===== src/rtl/alu_pkg.sv =====
`timescale 1ns/1ps
package alu_pkg;

   typedef enum logic [2:0] {
      OP_CLEAR   = 3'd0,
      OP_B_SUB_A = 3'd1,
      OP_A_SUB_B = 3'd2,
      OP_ADD     = 3'd3,
      OP_XOR     = 3'd4,
      OP_OR      = 3'd5,
      OP_AND     = 3'd6,
      OP_SET     = 3'd7
   } alu_op_e;

   function automatic logic op_is_arith(alu_op_e op);
      return (op == OP_ADD) || (op == OP_B_SUB_A) || (op == OP_A_SUB_B);
   endfunction

endpackage


===== src/rtl/alu_operand_mux.sv =====
`timescale 1ns/1ps
module alu_operand_mux #(
   parameter int W = 4
) (
   input  alu_pkg::alu_op_e op_i,
   input  logic [W-1:0]     a_i,
   input  logic [W-1:0]     b_i,
   output logic [W-1:0]     x_o,
   output logic [W-1:0]     y_o
);
   import alu_pkg::*;

   always_comb begin
      x_o = a_i;
      y_o = b_i;
      case (op_i)
         OP_B_SUB_A: begin
            x_o = b_i;
            y_o = ~a_i;
         end
         OP_A_SUB_B: begin
            x_o = a_i;
            y_o = ~b_i;
         end
         default: begin
            x_o = a_i;
            y_o = b_i;
         end
      endcase
   end

endmodule


===== src/rtl/alu_ripple_adder.sv =====
`timescale 1ns/1ps
module alu_ripple_adder #(
   parameter int W = 4
) (
   input  logic [W-1:0] x_i,
   input  logic [W-1:0] y_i,
   input  logic         cin_i,
   output logic [W-1:0] sum_o,
   output logic         cmsb_o,
   output logic         cout_o
);
   logic [W:0] c;

   assign c[0] = cin_i;

   for (genvar k = 0; k < W; k++) begin : g_bit
      assign sum_o[k] = x_i[k] ^ y_i[k] ^ c[k];
      assign c[k+1]   = (x_i[k] & y_i[k]) | (c[k] & (x_i[k] ^ y_i[k]));
   end

   assign cmsb_o = c[W-1];
   assign cout_o = c[W];

   always_comb begin
      assert_carry_out_R4: assert ({cout_o, sum_o} ==
         ({1'b0, x_i} + {1'b0, y_i} + {{W{1'b0}}, cin_i}))
         else $error("ripple sum/carry disagree with word addition");
   end

endmodule


===== src/rtl/alu_logic_unit.sv =====
`timescale 1ns/1ps
module alu_logic_unit #(
   parameter int W = 4
) (
   input  alu_pkg::alu_op_e op_i,
   input  logic [W-1:0]     a_i,
   input  logic [W-1:0]     b_i,
   output logic [W-1:0]     f_o
);
   import alu_pkg::*;

   always_comb begin
      case (op_i)
         OP_XOR:  f_o = a_i ^ b_i;
         OP_OR:   f_o = a_i | b_i;
         OP_AND:  f_o = a_i & b_i;
         OP_SET:  f_o = '1;
         default: f_o = '0;
      endcase
   end

endmodule


===== src/rtl/alu_slice.sv =====
`timescale 1ns/1ps
module alu_slice #(
   parameter int W = 4
) (
   input  logic [W-1:0] a_i,
   input  logic [W-1:0] b_i,
   input  logic [2:0]   sel_i,
   input  logic         cin_i,
   output logic [W-1:0] f_o,
   output logic         cout_o,
   output logic         ovr_o
);
   import alu_pkg::*;

   alu_op_e      op;
   logic         arith;
   logic [W-1:0] x, y, sum, lf;
   logic         c_msb, c_out;

   assign op    = alu_op_e'(sel_i);
   assign arith = op_is_arith(op);

   alu_operand_mux #(.W(W)) u_mux (
      .op_i(op), .a_i(a_i), .b_i(b_i), .x_o(x), .y_o(y)
   );

   alu_ripple_adder #(.W(W)) u_add (
      .x_i(x), .y_i(y), .cin_i(cin_i),
      .sum_o(sum), .cmsb_o(c_msb), .cout_o(c_out)
   );

   alu_logic_unit #(.W(W)) u_logic (
      .op_i(op), .a_i(a_i), .b_i(b_i), .f_o(lf)
   );

   assign f_o    = arith ? sum : lf;
   assign cout_o = arith & c_out;
   assign ovr_o  = arith & (c_msb ^ c_out);

   always_comb begin
      if (arith) begin
         assert_signed_ovr_R5: assert (ovr_o ==
            ((x[W-1] == y[W-1]) && (f_o[W-1] != x[W-1])))
            else $error("overflow flag disagrees with sign rule");
      end
      if (op == OP_XOR) begin
         assert_xor_R6: assert (f_o == ((a_i | b_i) & ~(a_i & b_i)))
            else $error("xor result wrong");
      end
      if (op == OP_CLEAR) begin
         assert_clear_R7: assert (f_o == '0) else $error("clear not zero");
      end
      if (op == OP_SET) begin
         assert_preset_R7: assert (&f_o) else $error("preset not ones");
      end
      if (!arith) begin
         assert_quiet_flags_R8: assert (!cout_o && !ovr_o)
            else $error("flags active in non-arithmetic code");
      end
   end

endmodule


===== src/rtl/alu_chain.sv =====
`timescale 1ns/1ps
module alu_chain #(
   parameter int SLICE_W = 4,
   parameter int SLICES  = 4,
   localparam int TOTAL_W = SLICE_W * SLICES
) (
   input  logic [TOTAL_W-1:0] a_i,
   input  logic [TOTAL_W-1:0] b_i,
   input  logic [2:0]         sel_i,
   input  logic               cin_i,
   output logic [TOTAL_W-1:0] f_o,
   output logic               cout_o,
   output logic               ovr_o
);
   import alu_pkg::*;

   if (SLICE_W < 2) begin : g_bad_width
      $error("SLICE_W must be at least 2");
   end
   if (SLICES < 1) begin : g_bad_count
      $error("SLICES must be at least 1");
   end

   logic [SLICES:0]   carry;
   logic [SLICES-1:0] ovr_vec;

   assign carry[0] = cin_i;

   for (genvar s = 0; s < SLICES; s++) begin : g_slice
      alu_slice #(.W(SLICE_W)) u_slice (
         .a_i   (a_i[s*SLICE_W +: SLICE_W]),
         .b_i   (b_i[s*SLICE_W +: SLICE_W]),
         .sel_i (sel_i),
         .cin_i (carry[s]),
         .f_o   (f_o[s*SLICE_W +: SLICE_W]),
         .cout_o(carry[s+1]),
         .ovr_o (ovr_vec[s])
      );
   end

   assign cout_o = carry[SLICES];
   assign ovr_o  = ovr_vec[SLICES-1];

   alu_op_e        op_chk;
   logic [TOTAL_W:0] whole;

   assign op_chk = alu_op_e'(sel_i);

   always_comb begin
      case (op_chk)
         OP_B_SUB_A: whole = {1'b0, b_i} + {1'b0, ~a_i} + {{TOTAL_W{1'b0}}, cin_i};
         OP_A_SUB_B: whole = {1'b0, a_i} + {1'b0, ~b_i} + {{TOTAL_W{1'b0}}, cin_i};
         default:    whole = {1'b0, a_i} + {1'b0, b_i} + {{TOTAL_W{1'b0}}, cin_i};
      endcase
      if (op_is_arith(op_chk)) begin
         assert_chain_sum_R9: assert ({cout_o, f_o} == whole)
            else $error("chained result disagrees with whole-word sum");
      end else begin
         assert_chain_quiet_R8: assert (!cout_o && (ovr_vec == '0))
            else $error("chain flags active in non-arithmetic code");
      end
   end

endmodule


===== config.mk =====
export PLATFORM = sky130hd
export DESIGN_NAME = alu_chain
export DESIGN_NICKNAME = d
export VERILOG_FILES = /design/src/rtl/alu_pkg.sv /design/src/rtl/alu_operand_mux.sv /design/src/rtl/alu_ripple_adder.sv /design/src/rtl/alu_logic_unit.sv /design/src/rtl/alu_slice.sv /design/src/rtl/alu_chain.sv
export SDC_FILE = /design/constraint.sdc
export NUM_CORES = 1
export LEC_CHECK = 0
export BUFFER_PORTS_ARGS = -buffer_cell sky130_fd_sc_hd__buf_2
export CORE_MARGIN = 2
export CORE_UTILIZATION = 51
export DETAILED_ROUTE_END_ITERATION = 8
export PLACE_DENSITY = 0.87
export SETUP_SLACK_MARGIN = 0.15
export SYNTH_ARGS = -nofsm -noshare
export SYNTH_HDL_FRONTEND = slang
export SYNTH_SLANG_ARGS = --single-unit
export TNS_END_PERCENT = 50

===== constraint.sdc =====
create_clock -name vclk -period 10.1
set_input_delay 1.515 -clock vclk [all_inputs]
set_output_delay 1.515 -clock vclk [all_outputs]
set_load 0.05 [all_outputs]

==> results.yml <==
timing:
  setup_viol: 0
  final.hold.worst_slack_ns: 3.664
  unrepaired_setup_endpoints_after_global_routing: "true"
  report.final.hold_viol_count: 0
  relSlewSlack_pct: 73.87
  highest_clock_rate_mhz: 101.1
  timing_worst_slew_pin_value_ns: 0.3919
  layout_setup_ws_ns: 0.2108
  timing_max_transition_violations_final: 0
  final_period_minus_worst_setup_slack_ns: 9.889
  post-route-period-util_pct: 97.91
pwr:
  intPower_mw: 0.06276
  combinationalPowerShare_pct: 100.0
  power_per_cell_area_nw_per_um2: 71.50
  p_clk_share_pct: 0
  pwr-share-seq_pct: 0
  p_sw_mw: 0.1092
  power.ir.vdd_worst_v: 0.00003542
  power.leakage_nw: 1.156
  p_sw_share_pct: 63.50
yosys:
  synth.top_cells.by_count: "inv_1, a21oi_1, ha_1, nand2_1"
  synth-compound-area-share_pct: 29.14
  synth-seq-area-share_pct: 0
  count_of_different_cell_masters_after_synthesis: 24
  synth_top_cell_by_area: "ha_1"
  yosys.area_share.simple_pct: 18.72
  synthMostInstantiatedCell: "inv_1"
  synth_xor_xnor_area_share_pct: 0.4614
  summed_instance_area_of_the_synthesized_netlist_sq_um: 1898
  top_area_cell_type_share_of_the_netlist_area_pct: 21.09
  share_of_cell_area_taken_by_muxes_after_synthesis_pct: 0
  yosysWarningCount: 0
  postSynthCellCount: 274
  synthesis.area_per_instance_sq_um: 6.927
  post_synth_main_area_contributors: "ha_1, fa_1, a21oi_1"
  arithmetic_cell_share_of_the_synthesized_area_counting_full_adders_half_adders_and_majority_gates_pct: 37.97
  dominant_combinational_cell_family_by_area_after_synthesis: "adder cells"
  syn-num-nets: 358
floorplan:
  core_sq_um: 3606
  x_dimension_of_the_die_um: 65.01
  num_ports: 54
  chipHeight_um: 65.01
  die-area_sq_um: 4226
  start_util_pct: 52.64
  std_cell_rows: 22
critical_path:
  crit_arrival_ns: 8.37
  crit_path_start_kind: "primary input"
  cp_data_required_time_ns: 8.59
  cp_common_cell: "fa_2"
  timing.critical_path.depth: 31
  timing.critical_path.buf_inv: 7
  slowest_stage: "or3b_4"
  crit_type: "in -> out"
  cpLargestDelayFamily: "adder cells"
  worstPathMaxFanout: 7
  critPathMaxStageDelay_ns: 0.45
  endpoint_kind: "primary output"
placed_design:
  detailedPlace.worstSlack_ns: -0.02350
  placedInstanceArea_sq_um: 2365
  port_buffers: 54
  globalplace.congestion: 0.8304
  hpwlAfterDp_um: 3770
worst_hold_path:
  worst_hold_path_type: "in -> out"
  whs_path_depth: 4
detailed_routing:
  initialDrtViolationCount: 138
  post_drt_wl_per_cell_um: 13.32
  detailroute.via_count: 2075
  postRouteWirelength_um: 4887
  drc: 0
  viasPerCell: 5.654
  antenna_violating_nets_post_route: 0
  number_of_optimization_iterations_in_the_first_detailed_route_pass: 4
final_layout:
  multi_input_comb_area_sq_um: 1822
  insertedDiodeCount: 0
  stdcell_area_sq_um: 2405
  finish.utilization_pct: 66.69
  nets: 405
  clockBufferCount: 0
  seqCellArea_sq_um: 0
  area.growth.synth_to_final_pct: 26.70
  layout.filler_cells: 317
  sequential_cell_total: 0
  post_route_cells_drive_above_1_share_pct: 37.62
grt:
  grt_pass1_wl_um: 8183
  aggregate_global_route_resource_usage_pct: 23.44
  grt_start_max_net_pins: 46
  via_count_of_the_first_global_routing_pass: 1908
  globalRouteOverflowTotal: 0
  initial_antenna_violation_count: 0
job:
  timing.max_cap.violations: 0
run_status:
  status: "finished clean"
## metrics by stage
stage	cells	total power [mW]	TNS, ns
3_5_place_dp	366	0.1678	-0.02350
2_1_floorplan	274	0.1284	0
3_3_place_gp	366	0.1639	0
6_report	367	0.1719	0
5_1_grt	367	0.1893	-0.04843
4_1_cts	366	0.1692	0
## cell families after synthesis
family          Yosys count
simple gates             76
buf+inv                  61
fa+ha+maj                48
compound gates           88
xor+xnor                  1
## placed cells by master, fill, tap and decap left out, drive strengths merged
master	n
a21oi	32
a221o	8
and2	1
buf	67
clkinv	1
fa	16
ha	32
inv	38
nand2	32
nand2b	1
nor2	17
nor3	5
nor3b	1
o21ai	15
o22ai	16
o31ai	9
o32ai	8
or2	17
or3b	2
xnor2	1
## routing by layer
layer | GRT usage, % | vias to the layer above | routed length (um) | part of all wire [%]
met5 | 0 | - | 0 | 0
met4 | 2.660 | 0 | 49 | 1.0
met3 | 1.215 | 6 | 236 | 4.8
met2 | 43.17 | 56 | 2536 | 52
met1 | 30.97 | 987 | 2065 | 42
li1 | - | 1026 | - | -
## power groups by stage
stage / combinational, mW / clock [mW] / sequential (mW)
2_1_floorplan: 0.128 / 0 / 0
3_3_place_gp: 0.164 / 0 / 0
3_5_place_dp: 0.168 / 0 / 0
4_1_cts: 0.169 / 0 / 0
5_1_grt: 0.189 / 0 / 0
6_report: 0.172 / 0 / 0
## tightest hold or removal path, stage by stage
cell and delay [ns]:
buf_2 0.12, buf_4 0.31, nor3_4 0.05, buf_6 0.14
## final timing paths
| kind | from | end | slack, ns |
|---|---|---|---|
| worst max-delay path | sel_i[1] | ovr_o | 0.21 |
| worst min-delay path | sel_i[2] | ovr_o | 3.66 |
## final cells by class
cell class | count | share of cell area, %
timing repair buffer | 67 | 15.66
multi-input combinational | 213 | 75.75
tap | 48 | 2.497
inverter | 39 | 6.087
## timing repair
item | 4_1_cts | 5_1_grt
hold buffers | 0 | 0
setup endpoints to repair | 3 | 3
pin swaps | 0 | 4
endpoints found under the hold margin | 0 | 0
buffers inserted | 0 | 1
gates resized for setup | 3 | 5
Power figures use the tool's default switching activity.
